===== src/rtl/colorSeqPkg.sv =====
package colorSeqPkg;

  typedef enum logic [1:0] {
    COLOR_RED   = 2'd0,
    COLOR_GREEN = 2'd1,
    COLOR_BLUE  = 2'd2
  } colorT;

  // control -> datapath
  typedef struct packed {
    logic restart;
    logic step;
  } seqStrobeT;

  // datapath -> control
  typedef struct packed {
    logic  lineStart;
    logic  subStart;
    logic  pixActive;
    logic  lineActive;
    logic  lightWindow;
    colorT color;
  } seqFlagT;

  function automatic colorT nextColor(colorT c);
    case (c)
      COLOR_RED:   return COLOR_GREEN;
      COLOR_GREEN: return COLOR_BLUE;
      default:     return COLOR_RED;
    endcase
  endfunction

endpackage


===== src/rtl/seqCounters.sv =====
module seqCounters
  import colorSeqPkg::*;
#(
  parameter int LINE_CLKS    = 16,
  parameter int ACTIVE_CLKS  = 10,
  parameter int SUB_LINES    = 12,
  parameter int ACTIVE_LINES = 8,
  parameter int SETTLE_LINES = 2
) (
  input  logic      clk,
  input  logic      rst,
  input  seqStrobeT strobe,
  output seqFlagT   flags
);

  localparam int PIX_W  = (LINE_CLKS > 1) ? $clog2(LINE_CLKS) : 1;
  localparam int LINE_W = (SUB_LINES > 1) ? $clog2(SUB_LINES) : 1;
  localparam logic [PIX_W-1:0]  PIX_LAST    = PIX_W'(LINE_CLKS - 1);
  localparam logic [LINE_W-1:0] LINE_LAST   = LINE_W'(SUB_LINES - 1);
  localparam logic [PIX_W-1:0]  PIX_ACT     = PIX_W'(ACTIVE_CLKS);
  localparam logic [LINE_W-1:0] LINE_ACT    = LINE_W'(ACTIVE_LINES);
  localparam logic [LINE_W-1:0] LIGHT_FIRST = LINE_W'(ACTIVE_LINES + SETTLE_LINES);

  logic [PIX_W-1:0]  pixCnt;
  logic [LINE_W-1:0] lineCnt;
  colorT             color;

  logic pixWrap;
  logic lineWrap;

  assign pixWrap  = (pixCnt == PIX_LAST);
  assign lineWrap = (lineCnt == LINE_LAST);

  // first divider: pixels within a subfield line
  always_ff @(posedge clk) begin
    if (rst || strobe.restart) begin
      pixCnt <= '0;
    end else if (strobe.step) begin
      pixCnt <= pixWrap ? '0 : pixCnt + 1'b1;
    end
  end

  // second divider: lines within a subfield
  always_ff @(posedge clk) begin
    if (rst || strobe.restart) begin
      lineCnt <= '0;
    end else if (strobe.step && pixWrap) begin
      lineCnt <= lineWrap ? '0 : lineCnt + 1'b1;
    end
  end

  // subfield color sequence
  always_ff @(posedge clk) begin
    if (rst || strobe.restart) begin
      color <= COLOR_RED;
    end else if (strobe.step && pixWrap && lineWrap) begin
      color <= nextColor(color);
    end
  end

  always_comb begin
    flags.lineStart   = (pixCnt == '0);
    flags.subStart    = (lineCnt == '0);
    flags.pixActive   = (pixCnt < PIX_ACT);
    flags.lineActive  = (lineCnt < LINE_ACT);
    flags.lightWindow = (lineCnt >= LIGHT_FIRST);
    flags.color       = color;
  end

endmodule


===== src/rtl/seqControl.sv =====
module seqControl
  import colorSeqPkg::*;
(
  input  logic      clk,
  input  logic      rst,
  input  logic      frameStart,
  input  seqFlagT   flags,
  output seqStrobeT strobe,
  output logic      subLineSync,
  output logic      subVSync,
  output logic      pixClkEn,
  output logic      ledRed,
  output logic      ledGreen,
  output logic      ledBlue,
  output logic [1:0] colorIdx
);

  logic running;
  logic lightOn;

  always_ff @(posedge clk) begin
    if (rst) begin
      running <= 1'b0;
    end else if (frameStart) begin
      running <= 1'b1;
    end
  end

  always_comb begin
    strobe.restart = frameStart;
    strobe.step    = running;
  end

  assign lightOn     = running && flags.lightWindow;
  assign subLineSync = running && flags.lineStart;
  assign subVSync    = running && flags.lineStart && flags.subStart;
  assign pixClkEn    = running && flags.pixActive && flags.lineActive;
  assign ledRed      = lightOn && (flags.color == COLOR_RED);
  assign ledGreen    = lightOn && (flags.color == COLOR_GREEN);
  assign ledBlue     = lightOn && (flags.color == COLOR_BLUE);
  assign colorIdx    = flags.color;

endmodule


===== src/rtl/colorSeqTiming.sv =====
module colorSeqTiming
  import colorSeqPkg::*;
#(
  parameter int LINE_CLKS    = 16,
  parameter int ACTIVE_CLKS  = 10,
  parameter int SUB_LINES    = 12,
  parameter int ACTIVE_LINES = 8,
  parameter int SETTLE_LINES = 2
) (
  input  logic       clk,
  input  logic       rst,
  input  logic       frameStart,
  output logic       subLineSync,
  output logic       subVSync,
  output logic       pixClkEn,
  output logic       ledRed,
  output logic       ledGreen,
  output logic       ledBlue,
  output logic [1:0] colorIdx
);

  seqStrobeT strobe;
  seqFlagT   flags;

  seqCounters #(
    .LINE_CLKS   (LINE_CLKS),
    .ACTIVE_CLKS (ACTIVE_CLKS),
    .SUB_LINES   (SUB_LINES),
    .ACTIVE_LINES(ACTIVE_LINES),
    .SETTLE_LINES(SETTLE_LINES)
  ) i_seqCounters (
    .clk   (clk),
    .rst   (rst),
    .strobe(strobe),
    .flags (flags)
  );

  seqControl i_seqControl (
    .clk        (clk),
    .rst        (rst),
    .frameStart (frameStart),
    .flags      (flags),
    .strobe     (strobe),
    .subLineSync(subLineSync),
    .subVSync   (subVSync),
    .pixClkEn   (pixClkEn),
    .ledRed     (ledRed),
    .ledGreen   (ledGreen),
    .ledBlue    (ledBlue),
    .colorIdx   (colorIdx)
  );

endmodule


===== config.mk =====
export PLATFORM = sky130hd
export DESIGN_NAME = colorSeqTiming
export DESIGN_NICKNAME = d
export VERILOG_FILES = /design/src/rtl/colorSeqPkg.sv /design/src/rtl/seqCounters.sv /design/src/rtl/seqControl.sv /design/src/rtl/colorSeqTiming.sv
export SDC_FILE = /design/constraint.sdc
export NUM_CORES = 1
export LEC_CHECK = 0
export ABC_CLOCK_PERIOD_IN_PS = 4450
export BUFFER_PORTS_ARGS = -buffer_cell sky130_fd_sc_hd__buf_2
export CAP_MARGIN = 20
export CORE_ASPECT_RATIO = 1.1
export CORE_MARGIN = 2
export CORE_UTILIZATION = 35
export CTS_CLUSTER_SIZE = 25
export DETAILED_ROUTE_END_ITERATION = 16
export MAX_ROUTING_LAYER = met4
export PLACE_DENSITY = 0.66
export SYNTH_ARGS = -nofsm -noshare
export SYNTH_HDL_FRONTEND = slang
export SYNTH_HIERARCHICAL = 1
export SYNTH_SLANG_ARGS = --single-unit

===== constraint.sdc =====
create_clock -name clk -period 4.45 [get_ports clk]
set_input_delay 0.2225 -clock clk [delete_from_list [all_inputs] [get_ports clk]]
set_output_delay 0.2225 -clock clk [all_outputs]
set_load 0.01 [all_outputs]

==> metrics.cfg, run 1 <==
[detailed_routing]
drtIter0Drc=8
via_count=529
routed_via_density=5.290
dr.pass1.iters=4
drtAntennaViolNets=0
wl_per_cell_um=12.23
post-route-drc-count=0
routed_wl_um=1223

[final_layout]
layout_commonest_cell=dfxtp_1
layout.nets=90
n_fill_cell=184
antenna_cells=0
drive_above_1_share_pct=24.39
stdcell_count=100
area_growth_syn_to_layout_pct=9.266
mostFrequentLayoutCells=dfxtp_1 (11), buf_2 (10), inv_1 (6), a21oi_1 (6)

[sta]
whs_ns=0.1582
tightest_slew_ns=0.4934
hold_viol=0
setup_ws_ns=2.782
setup_tns_ns=0
setup_viol=0
final_max_slew_viol_count=0
skew_ns=0.0007719
fin_crit_sh_pct=37.48
slew-limit-headroom_pct=67.06
rsz0062_at_grt=false
timing.fmax_mhz=599.5
period_needed_ns=1.668

[global_route]
antenna_found_initial=0
grt_remaining_overflow=0
grt_pass1_vias=483
grt_pass1_wl_um=2125
grt_usage_pct=13.65
grt_start_max_net_pins=15

[die]
coreArea_mm2=0.001762
dieArea_mm2=0.002212
rows=16
die_width_um=45.03
start_util_pct=36.79
die_y_um=49.13
pin_count=11

[critical_path]
required_ns=4.23
critPathSlowestCell=dfxtp_1
slowest_delay_ns=0.35
start_kind=flip-flop
r2r_slack_ns=2.85
r2r_cells=4
worstSetupPathType=flip-flop to output port
critPathCaptureType=output port
cp_cell_sequence=inv_1 -> ha_1 -> nor3b_1 -> and3_2 -> buf_2
cp_data_arrival_time_ns=1.45
critPathMaxFanout=5

[power]
p_leak_uw=0.0002728
sequentialPowerShare_pct=55.1
ir_drop_mv=0.1493
combinationalPowerShare_pct=6.2
power.total_uw=186.5
power_switching_uw=45.93
p_per_area_mw_per_mm2=263.4
intPower_uw=140.6
clockPowerShare_pct=38.7
swShare_pct=24.62

[placed_design]
gp_congestion=0.7194
pre_cts_ws_ns=2.877
io_buffers=10
hpwlAfterDp_um=900.5
placed_cells=96

[yosys]
syn_inst=74
synth_cell_types=30
synth_fp_nets=81
yosysSeqAreaShare_pct=33.98
avgSynthCellArea_um2=8.758
syn-cell-area_um2=648.1
yosys_warnings=6
synth-seq-cells=11

[cts]
root_buffer=clkbuf_4
clkTransAtPathRegs_ns=0.07
cts_hold_buffers=0
postCtsSetupRepairBufs=0
clock_path_buffers=2
cts_tree=built
cts_resized=0
h-tree-depth=1
clock-sinks=11
cts_buffers=3
clock_latency_ns=0.28

[job]
drv_cap=0

[run_status]
status=complete, no violations

[min_path]
min_path_type=primary input to flip-flop
holdPathStages=2

cell type report:
type                    count  area (um^2)  area share (%)
repair buffers             10        50.05           7.067
clock buffers               4        26.28           3.710
inverters                   6        22.52           3.180
well taps                  18        22.52           3.180
multi-input cells          51        366.6           51.77
flip-flops and latches     11        220.2           31.10
sequential cells by signal (all words and copies together), names as in the netlist:
| register | flops |
|---|---|
| i_seqControl/running | 1 |
| i_seqCounters/pixCnt | 4 |
| i_seqCounters/lineCnt | 4 |
| i_seqCounters/color | 2 |
per-stage QoR:
step | util (%) | instance area, um^2
2_1_floorplan | - | 648.1
3_3_place_gp | 38.71 | 681.9
3_5_place_dp | 38.71 | 681.9
4_1_cts | 40.20 | 708.2
5_1_grt | 40.20 | 708.2
6_report | 40.20 | 708.2
cell families after synthesis:
| logic type | count (synthesis) | synth area share [%] |
|---|---|---|
| and+or+nand+nor | 29 | 30.69 |
| muxes | 1 | 1.544 |
| adders and majority gates | 4 | 7.722 |
| DFF | 11 | 33.98 |
| xor gates and xnor gates | 2 | 2.703 |
| AOI/OAI and AO/OA | 15 | 13.90 |
| buffers and inverters | 12 | 9.458 |
synthesized netlist by cell type:
master,instances,area (um^2)
dfxtp_1,11,220.2
a21oi_1,6,30.03
inv_1,6,22.52
nor2_1,5,18.77
o21ai_0,5,25.02
buf_4,4,30.03
ha_1,4,50.05
nand2_1,4,15.01
nand3_1,3,15.01
and3_2,2,15.01
and4b_1,2,20.02
nor3_1,2,10.01
nor3b_1,2,15.01
or4_1,2,15.01
a311oi_1,1,8.760
a41oi_1,1,8.760
and2_2,1,7.510
and4_2,1,10.01
and4bb_1,1,12.51
buf_2,1,5.000
clkbuf_1,1,3.750
mux2i_1,1,10.01
nand3b_1,1,7.510
nand4_4,1,21.27
o21a_1,1,7.510
o21ba_2,1,10.01
or2_2,1,6.260
or4b_1,1,10.01
xnor2_1,1,8.760
xor2_1,1,8.760
metal layers:
metal / vias up / GRT usage (%) / wire (um)
met5: - / - / 0
met4: 0 / 10.29 / 44
met1: 231 / 18.22 / 568
met2: 15 / 17.86 / 549
li1: 278 / - / -
met3: 5 / 2.222 / 60
power groups by stage:
stage	sequential, uW	combinational (uW)	clock, uW
5_1_grt	103	12.7	78.2
4_1_cts	103	11.7	73.8
3_3_place_gp	105	11.5	0
3_5_place_dp	105	11.7	0
6_report	103	11.5	72.1
2_1_floorplan	103	10.9	0
critical path, delay by kind of cell, from the launching register on:
family                   cells  cell delay [ns]
AND/OR/NAND/NOR              2             0.49
flip-flops                   1             0.35
buffers and inverters        2             0.19
adder cells (fa/ha/maj)      1             0.13
final timing paths:
| path | start | endpoint |
|---|---|---|
| worst max-delay path | i_seqCounters/pixCnt[0] | subVSync |
| worst min-delay path | frameStart | i_seqControl/running |
| worst max register to register | i_seqCounters/pixCnt[1] | i_seqCounters/color[1] |
| worst min register to register | i_seqCounters/lineCnt[0] | i_seqCounters/lineCnt[0] |
Note: power is estimated with default switching activity, not from simulation.
==> run 2, diff against run 1 <==
--- a/config.mk
+++ b/config.mk
@@ -5,7 +5,7 @@
 export SDC_FILE = /design/constraint.sdc
 export NUM_CORES = 1
 export LEC_CHECK = 0
-export ABC_CLOCK_PERIOD_IN_PS = 4450
+export ABC_CLOCK_PERIOD_IN_PS = 1400
 export BUFFER_PORTS_ARGS = -buffer_cell sky130_fd_sc_hd__buf_2
 export CAP_MARGIN = 20
 export CORE_ASPECT_RATIO = 1.1
@@ -14,7 +14,7 @@
 export CTS_CLUSTER_SIZE = 25
 export DETAILED_ROUTE_END_ITERATION = 16
 export MAX_ROUTING_LAYER = met4
-export PLACE_DENSITY = 0.66
+export PLACE_DENSITY = 0.68
 export SYNTH_ARGS = -nofsm -noshare
 export SYNTH_HDL_FRONTEND = slang
 export SYNTH_HIERARCHICAL = 1
==> constraint.sdc (replaced) <==
create_clock -name clk -period 1.4 [get_ports clk]
set_input_delay 0.07 -clock clk [delete_from_list [all_inputs] [get_ports clk]]
set_output_delay 0.07 -clock clk [all_outputs]
set_load 0.01 [all_outputs]
==> metrics.cfg, run 2 (same netlist as run 1, synthesis figures left out) <==
[die]
die_width_um=45.03
die_y_um=49.13
pin_count=11
dieArea_mm2=0.002212
rows=16
start_util_pct=36.79
coreArea_mm2=0.001762

[power]
sequentialPowerShare_pct=51.6
power_switching_uw=152.7
p_leak_uw=0.0003872
intPower_uw=469.3
swShare_pct=24.55
p_per_area_mw_per_mm2=627.7
clockPowerShare_pct=36.6
ir_drop_mv=0.4087
combinationalPowerShare_pct=11.9

[final_layout]
reg_top3=i_seqCounters/lineCnt (4), i_seqCounters/pixCnt (4), i_seqCounters/color (2)
drive_above_1_share_pct=62.24
post-route-util_pct=56.25
layout.nets=106
ff_latch_area_um2=229.0
multi_input_area_um2=471.7
n_fill_cell=157
antenna_cells=0
area_growth_syn_to_layout_pct=52.90
stdcell_count=116
mostFrequentLayoutCells=buf_4 (9), buf_6 (9), buf_2 (8)

[critical_path]
worstSetupPathType=flip-flop to output port
cp_num_buf_inv=3
critPathMaxFanout=4
r2r_cells=6
critPathSlowestCell=dfxtp_2
required_ns=1.33
start_kind=flip-flop
slowest_delay_ns=0.34
cp_data_arrival_time_ns=1.37
critPathCaptureType=output port
crit_path_frequent_cell=buf_6
cp_cell_sequence=buf_6 -> inv_4 -> ha_4 -> nor3b_4 -> and3_4 -> buf_6
cp.depth=6
crit_family=simple AND/OR/NAND/NOR gates

[job]
drv_cap=0

[detailed_routing]
wl_per_cell_um=14.31
post-route-drc-count=0
routed_via_density=5.310
routed_wl_um=1660
dr.pass1.iters=4
drtAntennaViolNets=0
drtIter0Drc=5
via_count=616

[cts]
clock_path_buffers=2
h-tree-depth=1
cts_buffers=3
cts_hold_buffers=0
cts_tree=built
clock_latency_ns=0.28
clock-sinks=11
root_buffer=clkbuf_4
clkTransAtPathRegs_ns=0.07

[sta]
rsz0062_at_grt=true
slew-limit-headroom_pct=80.60
period_needed_ns=1.443
final_max_slew_viol_count=0
tightest_slew_ns=0.2891
skew_ns=0.002615
hold_viol=0
setup_viol=3
fin_crit_sh_pct=103.1
whs_ns=0.01323
timing.fmax_mhz=693.1
setup_ws_ns=-0.04290

[global_route]
grt_usage_pct=16.47
grt_pass1_vias=570
antenna_found_initial=0
grt_pass1_wl_um=2573
grt_start_max_net_pins=14
grt_remaining_overflow=0

[min_path]
min_path_type=primary input to flip-flop
holdPathStages=2

[placed_design]
io_buffers=10
placed_cells=105
pre_cts_ws_ns=0.03566
hpwlAfterDp_um=937.2
gp_congestion=0.8086

[run_status]
violations=negative setup slack
status=finished with violations

[run 2: cell types whose count changed in the layout (fill, tap and decap cells not counted), sizes merged]
cell and change:
buf +16
[run 2: cell type report]
type,instances,area share [%]
multi-input combinational,51,47.60
timing repair buffer,26,21.09
clock buffer,4,2.652
sequential,11,23.11
tap,18,2.273
inverter,6,3.283
[run 2: path summary, 6_finish.rpt]
path,startpoint,endpoint,slack [ns]
max,i_seqCounters/lineCnt[1],subVSync,-0.04
min,frameStart,i_seqControl/running,0.01
max reg2reg,i_seqCounters/lineCnt[0],i_seqCounters/color[0],-0.04
min reg2reg,i_seqCounters/lineCnt[3],i_seqCounters/lineCnt[3],0.55
[run 2: power groups by stage]
stage / combinational, uW / sequential, uW / clock [uW]
2_1_floorplan: 35.9 / 330 / 0
3_3_place_gp: 48.4 / 329 / 0
3_5_place_dp: 49.2 / 329 / 0
4_1_cts: 70.9 / 321 / 228
5_1_grt: 80.1 / 321 / 253
6_report: 73.8 / 321 / 227
[run 2: what timing repair did]
item	in CTS	in global routing
gates resized for setup	27	14
setup buffers	6	1
gates cloned	0	0
pin swaps	6	4
setup endpoints to repair	2	9
[run 2: metal layers]
| layer | global-route usage, % | vias to the layer above | wire (um) |
|---|---|---|---|
| li1 | - | 310 | - |
| met3 | 3.704 | 4 | 55 |
| met2 | 22.86 | 11 | 836 |
| met4 | 9.804 | 0 | 29 |
| met5 | - | - | 0 |
| met1 | 21.27 | 291 | 739 |
[run 2: metrics by stage]
step	TNS (ns)	total power, uW	cell area, um^2
3_3_place_gp	0	376.9	765.7
5_1_grt	-0.4634	654.4	991.0
6_report	-0.1204	622.0	991.0
2_1_floorplan	0	365.5	666.9
4_1_cts	-0.09695	619.6	930.9
3_5_place_dp	0	377.9	765.7
==> run 3, diff against run 2 <==
--- a/config.mk
+++ b/config.mk
@@ -6,7 +6,7 @@
 export NUM_CORES = 1
 export LEC_CHECK = 0
 export ABC_CLOCK_PERIOD_IN_PS = 1400
-export BUFFER_PORTS_ARGS = -buffer_cell sky130_fd_sc_hd__buf_2
+export BUFFER_PORTS_ARGS = -buffer_cell sky130_fd_sc_hd__buf_4
 export CAP_MARGIN = 20
 export CORE_ASPECT_RATIO = 1.1
 export CORE_MARGIN = 2
==> metrics.cfg, run 3 (same netlist as run 1, synthesis figures left out) <==
[detailed_routing]
wl_per_cell_um=13.65
dr_wl_met2_um=812
routed_via_density=5.433
routed_wl_um=1638
dr.pass1.iters=4
drtIter0Drc=9
top_layer=met4
met1Wirelength_um=691
drtAntennaViolNets=0
wl_met3_um=91
post-route-drc-count=0
via_count=652

[power]
swShare_pct=24.29
sequentialPowerShare_pct=51.5
power.total_uw=622.0
power_switching_uw=151.1
p_leak_uw=0.0004022
clockPowerShare_pct=36.1
intPower_uw=470.9
p_per_area_mw_per_mm2=616.0
ir_drop_mv=0.5879
combinationalPowerShare_pct=12.4

[sta]
tightest_slew_ns=0.2515
rsz0062_at_grt=true
setup_viol=4
skew_ns=0.004906
timing.fmax_mhz=691.2
setup_ws_ns=-0.04669
slew-limit-headroom_pct=83.12
setup_tns_ns=-0.1173
fin_crit_sh_pct=103.3
period_needed_ns=1.447
hold_viol=0
final_max_slew_viol_count=0

[global_route]
grt_usage_pct=16.17
grt_remaining_overflow=0
antenna_found_initial=0
grt_pass1_vias=626
grt_pass1_wl_um=2615
grt_start_max_net_pins=14

[final_layout]
reg_top3=i_seqCounters/lineCnt (4), i_seqCounters/pixCnt (4), i_seqCounters/color (2)
post-route-util_pct=57.32
antenna_cells=0
drive_above_1_share_pct=56.86
mostFrequentLayoutCells=buf_4 (23), buf_6 (7), dfxtp_1 (6)
n_fill_cell=149
layout.nets=110
area_growth_syn_to_layout_pct=55.79
layout_commonest_cell=buf_4

[run_status]
status=finished with violations
violations=negative setup slack

[cts]
clkTransAtPathRegs_ns=0.08
cts_buffers=3
clock-sinks=11
cts_tree=built
cts_hold_buffers=0
root_buffer=clkbuf_4
h-tree-depth=1
clock_path_buffers=2
clock_latency_ns=0.27

[placed_design]
hpwlAfterDp_um=959.7
pre_cts_ws_ns=0.01904
gp_congestion=0.7635
io_buffers=10

[critical_path]
r2r_slack_ns=-0.05
worstSetupPathType=flip-flop to flip-flop
critPathCaptureType=flip-flop
cp_data_arrival_time_ns=1.65
start_kind=flip-flop
required_ns=1.60
r2r_cells=6
critPathMaxFanout=4
reg2reg_from=i_seqCounters/lineCnt[0]
reg2reg_to=i_seqCounters/color[0]

[min_path]
min_path_type=primary input to flip-flop
worstHoldStart=frameStart
holdPathStages=2
whs_endpoint=i_seqControl/running

[die]
rows=16
die_y_um=49.13
start_util_pct=36.79
die_width_um=45.03
dieArea_mm2=0.002212
coreArea_mm2=0.001762
pin_count=11

[job]
drv_cap=0

run 3: cell count changes in the layout (fill, tap and decap cells not counted), sizes merged:
| cell | previous run | this run |
|---|---|---|
| buf | 26 | 30 |
run 3: final cells by class:
class                   count  area [um^2]  area share [%]
clock buffers               4        26.28           2.602
flip-flops and latches     11        226.5           22.43
inverters                   6        30.03           2.974
well taps                  18        22.52           2.230
multi-input cells          51        452.9           44.86
repair buffers             30        251.5           24.91
run 3: timing repair:
action,in CTS,in global routing
pin swaps,6,4
setup buffers,10,2
resized for setup,25,7
endpoints found under the setup margin,2,9
cloned,0,0
run 3: worst max-delay path by stage:
| stage | slack [ns] | startpoint | endpoint | cells past startpoint |
|---|---|---|---|---|
| floorplan | 0.01 | i_seqControl/running | i_seqCounters/color[1] | 5 |
| global placement | 0.07 | i_seqCounters/pixCnt[0] | i_seqCounters/color[1] | 4 |
| detailed placement | 0.02 | i_seqCounters/pixCnt[0] | i_seqCounters/color[1] | 4 |
| CTS | -0.04 | i_seqCounters/lineCnt[0] | i_seqCounters/color[1] | 5 |
| global route | -0.09 | i_seqCounters/lineCnt[0] | i_seqCounters/color[0] | 6 |
| finish | -0.05 | i_seqCounters/lineCnt[0] | i_seqCounters/color[0] | 6 |
run 3: power by group through the flow:
stage | clock network, uW | registers, uW | logic, uW
finish | 225 | 320 | 76.9
global route | 234 | 321 | 82.4
global placement | 0 | 329 | 53.8
detailed placement | 0 | 329 | 54.8
CTS | 220 | 320 | 71.3
floorplan | 0 | 330 | 35.9
run 3: critical path, stage by stage, from the launching register on:
cell      delay (ns)
dfxtp_2         0.35
buf_6           0.10
ha_4            0.12
nand3b_1        0.13
buf_4           0.17
or4_1           0.40
a21oi_1         0.13
run 3: stage by stage:
stage | std cells | cell area, um^2 | hold WS [ns]
detailed placement | 104 | 783.3 | 0.3033
floorplan | 74 | 666.9 | 0.1964
finish | 120 | 1010 | 0.02081
CTS | 118 | 970.9 | 0.02512
global placement | 104 | 783.3 | 0.2883
global route | 120 | 1010 | 0.03285
run 3: routing by layer:
layer  vias up  track usage, %
li1        319               -
met2        24           26.90
met3         6           2.593
met1       303           17.65
met4         0           8.824
met5         -               -
